`src/rtl/rx_chain_pkg.sv`:
```
package rx_chain_pkg;
  typedef enum logic [1:0] {
    ST_IDLE,
    ST_RECV,
    ST_DROP,
    ST_RECLAIM
  } rx_state_e;
endpackage

```
`src/rtl/rx_free_list.sv`:
```
module rx_free_list #(
  parameter int unsigned NUM = 16,
  parameter int unsigned IW  = $clog2(NUM),
  parameter int unsigned LW  = $clog2(NUM + 1)
) (
  input  logic          clk_i,
  input  logic          rst_ni,
  input  logic          pop_i,
  output logic [IW-1:0] head_o,
  output logic          empty_o,
  input  logic          push_a_i,
  input  logic [IW-1:0] push_a_idx_i,
  input  logic          push_b_i,
  input  logic [IW-1:0] push_b_idx_i,
  output logic [LW-1:0] level_o
);
  logic [IW-1:0] slot_q [NUM];
  logic [IW-1:0] rd_q, wr_q, wr_nx;
  logic [LW-1:0] level_q;

  function automatic logic [IW-1:0] nx(input logic [IW-1:0] p);
    return (p == IW'(NUM - 1)) ? '0 : p + 1'b1;
  endfunction

  assign wr_nx   = nx(wr_q);
  assign head_o  = slot_q[rd_q];
  assign empty_o = (level_q == '0);
  assign level_o = level_q;

  always_ff @(posedge clk_i or negedge rst_ni) begin
    if (!rst_ni) begin
      for (int i = 0; i < NUM; i++) slot_q[i] <= IW'(i);
      rd_q    <= '0;
      wr_q    <= '0;
      level_q <= LW'(NUM);
    end else begin
      if (push_a_i) slot_q[wr_q] <= push_a_idx_i;
      if (push_b_i) slot_q[push_a_i ? wr_nx : wr_q] <= push_b_idx_i;
      if (pop_i) rd_q <= nx(rd_q);
      if (push_a_i && push_b_i) wr_q <= nx(wr_nx);
      else if (push_a_i || push_b_i) wr_q <= wr_nx;
      level_q <= level_q + LW'(push_a_i) + LW'(push_b_i) - LW'(pop_i);
    end
  end
endmodule

```
`src/rtl/rx_link_table.sv`:
```
module rx_link_table #(
  parameter int unsigned NUM = 16,
  parameter int unsigned IW  = $clog2(NUM),
  parameter int unsigned EW  = IW + 8
) (
  input  logic          clk_i,
  input  logic          rst_ni,
  input  logic          wa_en_i,
  input  logic [IW-1:0] wa_idx_i,
  input  logic [EW-1:0] wa_data_i,
  input  logic          wb_en_i,
  input  logic [IW-1:0] wb_idx_i,
  input  logic [EW-1:0] wb_data_i,
  input  logic [IW-1:0] ra_idx_i,
  output logic [EW-1:0] ra_data_o,
  input  logic [IW-1:0] rb_idx_i,
  output logic [IW-1:0] rb_next_o
);
  logic [EW-1:0] ent_q [NUM];

  for (genvar g = 0; g < NUM; g++) begin : g_ent
    always_ff @(posedge clk_i or negedge rst_ni) begin
      if (!rst_ni) ent_q[g] <= '0;
      else if (wb_en_i && wb_idx_i == IW'(g)) ent_q[g] <= wb_data_i;
      else if (wa_en_i && wa_idx_i == IW'(g)) ent_q[g] <= wa_data_i;
    end
  end

  assign ra_data_o = ent_q[ra_idx_i];
  assign rb_next_o = ent_q[rb_idx_i][EW-1 -: IW];
endmodule

```
`src/rtl/rx_sync_fifo.sv`:
```
module rx_sync_fifo #(
  parameter int unsigned DEPTH = 4,
  parameter int unsigned W     = 8
) (
  input  logic         clk_i,
  input  logic         rst_ni,
  input  logic         push_i,
  input  logic [W-1:0] data_i,
  input  logic         pop_i,
  output logic [W-1:0] data_o,
  output logic         empty_o,
  output logic         full_o
);
  localparam int unsigned PW = (DEPTH > 1) ? $clog2(DEPTH) : 1;
  localparam int unsigned CW = $clog2(DEPTH + 1);

  logic [W-1:0]  slot_q [DEPTH];
  logic [PW-1:0] rd_q, wr_q;
  logic [CW-1:0] cnt_q;
  logic          do_push, do_pop;

  function automatic logic [PW-1:0] nx(input logic [PW-1:0] p);
    return (p == PW'(DEPTH - 1)) ? '0 : p + 1'b1;
  endfunction

  assign empty_o = (cnt_q == '0);
  assign full_o  = (cnt_q == CW'(DEPTH));
  assign data_o  = slot_q[rd_q];
  assign do_push = push_i && !full_o;
  assign do_pop  = pop_i && !empty_o;

  always_ff @(posedge clk_i or negedge rst_ni) begin
    if (!rst_ni) begin
      for (int i = 0; i < DEPTH; i++) slot_q[i] <= '0;
      rd_q  <= '0;
      wr_q  <= '0;
      cnt_q <= '0;
    end else begin
      if (do_push) begin
        slot_q[wr_q] <= data_i;
        wr_q         <= nx(wr_q);
      end
      if (do_pop) rd_q <= nx(rd_q);
      cnt_q <= cnt_q + CW'(do_push) - CW'(do_pop);
    end
  end
endmodule

```
`src/rtl/rx_chain_mgr.sv`:
```
module rx_chain_mgr #(
  parameter int unsigned NUM_BUFS  = 16,
  parameter int unsigned BUF_BYTES = 64,
  parameter int unsigned DATA_W    = 8,
  parameter int unsigned FQ_DEPTH  = 4,
  localparam int unsigned IDX_W  = $clog2(NUM_BUFS),
  localparam int unsigned OFF_W  = $clog2(BUF_BYTES),
  localparam int unsigned CNT_W  = $clog2(BUF_BYTES + 1),
  localparam int unsigned LEN_W  = $clog2(NUM_BUFS * BUF_BYTES + 1),
  localparam int unsigned LVL_W  = $clog2(NUM_BUFS + 1),
  localparam int unsigned ADDR_W = IDX_W + OFF_W
) (
  input  logic              clk_i,
  input  logic              rst_ni,
  input  logic              in_valid_i,
  input  logic [DATA_W-1:0] in_data_i,
  input  logic              in_sof_i,
  input  logic              in_eof_i,
  input  logic              in_err_i,
  output logic              in_ready_o,
  input  logic              rel_valid_i,
  input  logic [IDX_W-1:0]  rel_idx_i,
  output logic [LVL_W-1:0]  free_level_o,
  output logic              fq_valid_o,
  output logic [IDX_W-1:0]  fq_head_o,
  output logic [LEN_W-1:0]  fq_len_o,
  input  logic              fq_pop_i,
  input  logic [IDX_W-1:0]  lnk_idx_i,
  output logic [IDX_W-1:0]  lnk_next_o,
  output logic              lnk_last_o,
  output logic [CNT_W-1:0]  lnk_cnt_o,
  output logic              mem_we_o,
  output logic [ADDR_W-1:0] mem_addr_o,
  output logic [DATA_W-1:0] mem_wdata_o
);
  import rx_chain_pkg::*;

  localparam int unsigned ENT_W = IDX_W + 1 + CNT_W;
  localparam int unsigned FQ_W  = IDX_W + LEN_W;
  localparam logic [CNT_W-1:0] CNT_FULL = CNT_W'(BUF_BYTES);

  rx_state_e         state_q, state_d;
  logic [IDX_W-1:0]  cur_q, cur_d, head_q, head_d, rc_q, rc_d;
  logic [CNT_W-1:0]  cnt_q, cnt_d;
  logic [LEN_W-1:0]  total_q, total_d;
  logic              chain_q, chain_d;

  logic              accept, store;
  logic              fl_pop, fl_empty, rc_push;
  logic [IDX_W-1:0]  fl_head, rc_next;
  logic              la_en, lb_en;
  logic [ENT_W-1:0]  la_data, lb_data, lnk_rd;
  logic              fq_push, fq_full, fq_empty;
  logic [FQ_W-1:0]   fq_rd;
  logic              wr_en;
  logic [IDX_W-1:0]  wr_idx;
  logic [OFF_W-1:0]  wr_off;

  logic              mem_we_q;
  logic [ADDR_W-1:0] mem_addr_q;
  logic [DATA_W-1:0] mem_wdata_q;

  assign in_ready_o = (state_q != ST_RECLAIM);
  assign accept     = in_valid_i && in_ready_o;

  rx_free_list #(.NUM(NUM_BUFS), .IW(IDX_W), .LW(LVL_W)) u_free (
    .clk_i       (clk_i),
    .rst_ni      (rst_ni),
    .pop_i       (fl_pop),
    .head_o      (fl_head),
    .empty_o     (fl_empty),
    .push_a_i    (rc_push),
    .push_a_idx_i(rc_q),
    .push_b_i    (rel_valid_i),
    .push_b_idx_i(rel_idx_i),
    .level_o     (free_level_o)
  );

  rx_link_table #(.NUM(NUM_BUFS), .IW(IDX_W), .EW(ENT_W)) u_link (
    .clk_i    (clk_i),
    .rst_ni   (rst_ni),
    .wa_en_i  (la_en),
    .wa_idx_i (cur_q),
    .wa_data_i(la_data),
    .wb_en_i  (lb_en),
    .wb_idx_i (cur_d),
    .wb_data_i(lb_data),
    .ra_idx_i (lnk_idx_i),
    .ra_data_o(lnk_rd),
    .rb_idx_i (rc_q),
    .rb_next_o(rc_next)
  );

  rx_sync_fifo #(.DEPTH(FQ_DEPTH), .W(FQ_W)) u_fq (
    .clk_i  (clk_i),
    .rst_ni (rst_ni),
    .push_i (fq_push),
    .data_i ({head_d, total_d}),
    .pop_i  (fq_pop_i),
    .data_o (fq_rd),
    .empty_o(fq_empty),
    .full_o (fq_full)
  );

  assign fq_valid_o = !fq_empty;
  assign fq_head_o  = fq_rd[FQ_W-1 -: IDX_W];
  assign fq_len_o   = fq_rd[LEN_W-1:0];
  assign lnk_next_o = lnk_rd[ENT_W-1 -: IDX_W];
  assign lnk_last_o = lnk_rd[CNT_W];
  assign lnk_cnt_o  = lnk_rd[CNT_W-1:0];

  always_comb begin
    state_d = state_q;
    cur_d   = cur_q;
    head_d  = head_q;
    cnt_d   = cnt_q;
    total_d = total_q;
    rc_d    = rc_q;
    chain_d = chain_q;
    fl_pop  = 1'b0;
    rc_push = 1'b0;
    la_en   = 1'b0;
    la_data = '0;
    lb_en   = 1'b0;
    lb_data = '0;
    fq_push = 1'b0;
    wr_en   = 1'b0;
    wr_idx  = cur_q;
    wr_off  = '0;
    store   = 1'b0;
    unique case (state_q)
      ST_IDLE: begin
        if (accept && in_sof_i) begin
          if (fl_empty) begin
            chain_d = 1'b0;
            if (!in_eof_i) state_d = ST_DROP;
          end else begin
            fl_pop  = 1'b1;
            cur_d   = fl_head;
            head_d  = fl_head;
            cnt_d   = CNT_W'(1);
            total_d = LEN_W'(1);
            chain_d = 1'b1;
            wr_en   = 1'b1;
            wr_idx  = fl_head;
            store   = 1'b1;
            state_d = ST_RECV;
          end
        end
      end
      ST_RECV: begin
        if (accept) begin
          if (cnt_q == CNT_FULL) begin
            if (fl_empty) begin
              // pool exhausted: drop rest of frame, then reclaim
              rc_d    = head_q;
              state_d = in_eof_i ? ST_RECLAIM : ST_DROP;
            end else begin
              fl_pop  = 1'b1;
              la_en   = 1'b1;
              la_data = {fl_head, 1'b0, CNT_FULL};
              cur_d   = fl_head;
              cnt_d   = CNT_W'(1);
              total_d = total_q + LEN_W'(1);
              wr_en   = 1'b1;
              wr_idx  = fl_head;
              store   = 1'b1;
            end
          end else begin
            wr_en   = 1'b1;
            wr_off  = cnt_q[OFF_W-1:0];
            cnt_d   = cnt_q + CNT_W'(1);
            total_d = total_q + LEN_W'(1);
            store   = 1'b1;
          end
        end
      end
      ST_DROP: begin
        if (accept && in_eof_i) begin
          rc_d    = head_q;
          state_d = chain_q ? ST_RECLAIM : ST_IDLE;
        end
      end
      ST_RECLAIM: begin
        rc_push = 1'b1;
        if (rc_q == cur_q) state_d = ST_IDLE;
        else rc_d = rc_next;
      end
      default: state_d = ST_IDLE;
    endcase

    if (store && in_eof_i) begin
      if (in_err_i || fq_full) begin
        rc_d    = head_d;
        state_d = ST_RECLAIM;
      end else begin
        lb_en   = 1'b1;
        lb_data = {IDX_W'(0), 1'b1, cnt_d};
        fq_push = 1'b1;
        state_d = ST_IDLE;
      end
    end
  end

  always_ff @(posedge clk_i or negedge rst_ni) begin
    if (!rst_ni) begin
      state_q     <= ST_IDLE;
      cur_q       <= '0;
      head_q      <= '0;
      rc_q        <= '0;
      cnt_q       <= '0;
      total_q     <= '0;
      chain_q     <= 1'b0;
      mem_we_q    <= 1'b0;
      mem_addr_q  <= '0;
      mem_wdata_q <= '0;
    end else begin
      state_q  <= state_d;
      cur_q    <= cur_d;
      head_q   <= head_d;
      rc_q     <= rc_d;
      cnt_q    <= cnt_d;
      total_q  <= total_d;
      chain_q  <= chain_d;
      mem_we_q <= wr_en;
      if (wr_en) begin
        mem_addr_q  <= {wr_idx, wr_off};
        mem_wdata_q <= in_data_i;
      end
    end
  end

  assign mem_we_o    = mem_we_q;
  assign mem_addr_o  = mem_addr_q;
  assign mem_wdata_o = mem_wdata_q;
endmodule

```
`config.mk`:
```
export PLATFORM = sky130hd
export DESIGN_NAME = rx_chain_mgr
export DESIGN_NICKNAME = d
export VERILOG_FILES = /design/src/rtl/rx_chain_pkg.sv /design/src/rtl/rx_free_list.sv /design/src/rtl/rx_link_table.sv /design/src/rtl/rx_sync_fifo.sv /design/src/rtl/rx_chain_mgr.sv
export SDC_FILE = /design/constraint.sdc
export NUM_CORES = 1
export LEC_CHECK = 0
export ABC_AREA = 1
export BUFFER_PORTS_ARGS = -buffer_cell sky130_fd_sc_hd__buf_2
export CAP_MARGIN = 0
export CORE_MARGIN = 8
export CORE_UTILIZATION = 29
export CTS_CLUSTER_SIZE = 20
export DETAILED_ROUTE_END_ITERATION = 7
export GPL_ROUTABILITY_DRIVEN = 0
export SYNTH_ARGS = -nofsm -noshare
export SYNTH_HDL_FRONTEND = slang
export SYNTH_HIERARCHICAL = 1
export SYNTH_SLANG_ARGS = --single-unit
```
`constraint.sdc`:
```
create_clock -name clk_i -period 3.1 [get_ports clk_i]
set_input_delay 0.155 -clock clk_i [delete_from_list [all_inputs] [get_ports clk_i]]
set_output_delay 0.155 -clock clk_i [all_outputs]
set_load 0.05 [all_outputs]
```
==> impl_metrics.json <==
{
  "ys_seq_area_frac": 0.405,
  "placed_area_um2": 26400,
  "cp_slowest_cell": "dfrtp_2",
  "die_area_um2": 92500,
  "crit_required_ns": 3.57,
  "hp-start": "rel_idx_i[0]",
  "avgSynthCellArea_um2": 6.97,
  "via_per_inst": 5.06,
  "die_x_um": 304,
  "syn_area_um2": 24100,
  "critical_path.cell_chain": "clkbuf_16 > a21oi_1 > o21ai_0 > nand2_1 > nand2_1 > nand2_1 > inv_1 > nand2_1 > inv_1 > nor4_4 > nor2_1 > nand2_2 > nand2_2 > nor2_4 > buf_12 > nand2_4 > buf_4 > o211ai_1 > nand2_1",
  "pre_cts_ws_ns": -0.0372,
  "finalSetupTns_ns": 0,
  "syn2layout_area_growth_pct": 17.4,
  "synth-seq-cells": 388,
  "final_cell_mix": "nand2_1, nand3_1, dfrtp_1",
  "fin_area_um2": 28300,
  "worstPathArrival_ns": 3.44,
  "worst_slack_ns": 0.135,
  "grt_pass1_vias": 22600,
  "setup_viol": 0,
  "timing.rr.start": "u_free/rd_q[0]",
  "postRouteAntennaNets": 0,
  "gr-total-overflow": 0,
  "synth_xor_area_frac": 0.00327,
  "maxCapViolations": 0,
  "stdcell_count": 4699,
  "dr.pass1.iters": 6,
  "netlist.area_leader.share": 0.369,
  "drt_iter0_markers": 2490,
  "max-vdd-ir-drop_v": 0.000490,
  "synth_cell_types": 53,
  "synth-adder-area-share": 0.0144,
  "worstSkewPairLatency_ns": 0.60,
  "muxShareOfSynthArea": 0.000468,
  "slew_headroom": 0.427,
  "worstSetupEndpointType": "flop",
  "htree_levels": 2,
  "p_leak_nw": 14.1,
  "grt_usage": 0.175,
  "cts_buffers": 44,
  "rsz0062_at_grt": "yes",
  "wire_per_inst_um": 17.9,
  "num_io_pins": 77,
  "mostFrequentLayoutCell": "nand2_1",
  "crit_type": "flop to flop",
  "crit_family": "simple AND/OR/NAND/NOR gates",
  "yosys_warnings": 6,
  "nets": 3648,
  "vias": 23800,
  "power_per_cell_area_nw_per_um2": 833,
  "dp.cells": 4600,
  "final_util": 0.344,
  "fmax_ghz": 0.337,
  "post-route-drc-count": 0,
  "path_max_fanout": 21,
  "drive_gt1_frac": 0.138,
  "yosys.area_share.simple": 0.384,
  "clock_skew_ns": 0.0201,
  "routed_wirelength_mm": 84.2,
  "dp_hpwl_mm": 59.0,
  "antenna_found_initial": 4,
  "startpoint": "u_free/rd_q[0]",
  "die_h_um": 304,
  "slowest_delay_ns": 0.46,
  "min_period_ns": 2.96,
  "fin_crit_sh": 0.956,
  "holdCritPathClass": "input port to flop",
  "synth_area_leaders": "dfrtp_1, nand2_1, nand3_1",
  "cts_root_buffer": "clkbuf_16",
  "cts_tree": "done",
  "worst_pin_slew_ns": 0.860,
  "startpoint_type": "flop",
  "path_clk_slew_ns": 0.06,
  "crit_buf_inv": 5,
  "status": "completed",
  "grt_first_pass_wirelength_mm": 132,
  "core_area_um2": 82100,
  "synth_compound_area_frac": 0.0928,
  "diodes": 0,
  "synth_top_family_by_area": "simple AND/OR/NAND/NOR gates",
  "drv_slew": 0,
  "path_common_cell": "nand2_1",
  "port_buffers": 76,
  "synth_cells": 3456,
  "hold_viol_final": 0,
  "clockBufferDepth": 3,
  "grt_max_degree": 91,
  "initial_core_util": 0.293,
  "fp-row-count": 105,
  "yosysTopAreaCell": "dfrtp_1",
  "cts.sinks": 388
}
## synthesized netlist by cell type (all sizes together)
cell       n
o21ai    229
o221ai     1
or2        5
nor4       1
a21oi     43
mux2       1
ha        23
a31o       1
clkbuf   104
inv      365
dfrtp    355
nand2   1277
nand3b     1
a22oi      2
o21bai     1
a22o       2
a31oi      1
clkinv     8
buf      101
o211ai   102
conb       1
o22ai      1
xnor2      1
a21boi     1
dfstp     33
xor2       8
o31ai      1
nor3       6
nand3    538
nand4     99
nor2     141
fa         3
## through the flow
step	hold WS (ns)	total power [mW]
detailed placement	0.279	17.9
floorplan	-0.141	14.9
global placement	0.274	17.8
global route	0.0230	25.1
finish	0.0318	23.6
CTS	0.0117	23.3
## routing by layer
metal	vias to the layer above	global-route usage	part of all wire
li1	11400	-	-
met5	-	0	0.00064
met4	8	0.0635	0.035
met1	11200	0.235	0.43
met3	176	0.0263	0.074
met2	937	0.284	0.46
## worst paths after layout
path | to | slack (ns) | depth (start not counted)
setup reg to reg | u_link/ent_q[58] | 0.14 | 19
min in group asynchronous | u_link/ent_q[73] | 0.21 | 2
hold / removal | u_free/slot_q[0] | 0.03 | 3
hold reg to reg | mem_wdata_o[4] | 0.47 | 2
setup / recovery | u_link/ent_q[58] | 0.14 | 19
max in group asynchronous | u_free/slot_q[27] | 1.97 | 3
## flip-flops by register name, summed over array words and instances, names as in the netlist, 5 cells and up
| name | count |
|---|---|
| u_free/slot_q | 64 |
| total_q | 11 |
| u_link/ent_q | 192 |
| u_fq/slot_q | 60 |
| u_free/level_o | 5 |
| cnt_q | 7 |
| mem_wdata_o | 8 |
| mem_addr_o | 10 |
## cells by family after synthesis
family,Yosys count
AND/OR/NAND/NOR,2068
adder cells (fa/ha/maj),26
multiplexers,1
other,1
AO/OA/AOI/OAI,385
flip-flops,388
buffers and inverters,578
XOR/XNOR,9
## area by class of cell
| cell class | instances | area, µm² |
|---|---|---|
| clock buffers | 64 | 1270 |
| clock inverters | 13 | 145 |
| fillers | 8623 | 53800 |
| inverters | 373 | 1420 |
| multi-input cells | 2522 | 12200 |
| flip-flops and latches | 388 | 9760 |
| well taps | 1070 | 1340 |
| repair buffers | 269 | 2160 |
## worst reg2reg max path, cell delays in order (launching register included)
cell and delay, ns:
dfrtp_2 0.46, clkbuf_16 0.20, a21oi_1 0.15, o21ai_0 0.09, nand2_1 0.08, nand2_1 0.05, nand2_1 0.06, inv_1 0.03
nand2_1 0.09, inv_1 0.10, nor4_4 0.30, nor2_1 0.09, nand2_2 0.22, nand2_2 0.14, nor2_4 0.15, buf_12 0.14
nand2_4 0.07, buf_4 0.16, o211ai_1 0.18, nand2_1 0.07
## where the power goes
part / total (mW) / leakage (nW) / internal [mW] / switching [mW]
Combinational: 10.7 / 8.60 / 3.17 / 7.57
Sequential: 7.52 / 4.83 / 6.58 / 0.938
Clock: 5.29 / 0.701 / 3.01 / 2.28
Total: 23.6 / 14.1 / 12.8 / 10.8
## repair_timing
action,CTS,global route
endpoints found under the setup margin,15,190
pin swaps,0,12
setup buffers,0,5
gates cloned,0,2
endpoints found under the hold margin,92,0
resized for setup,6,57
hold buffers,15,0
(Power assumes the default switching activity.)
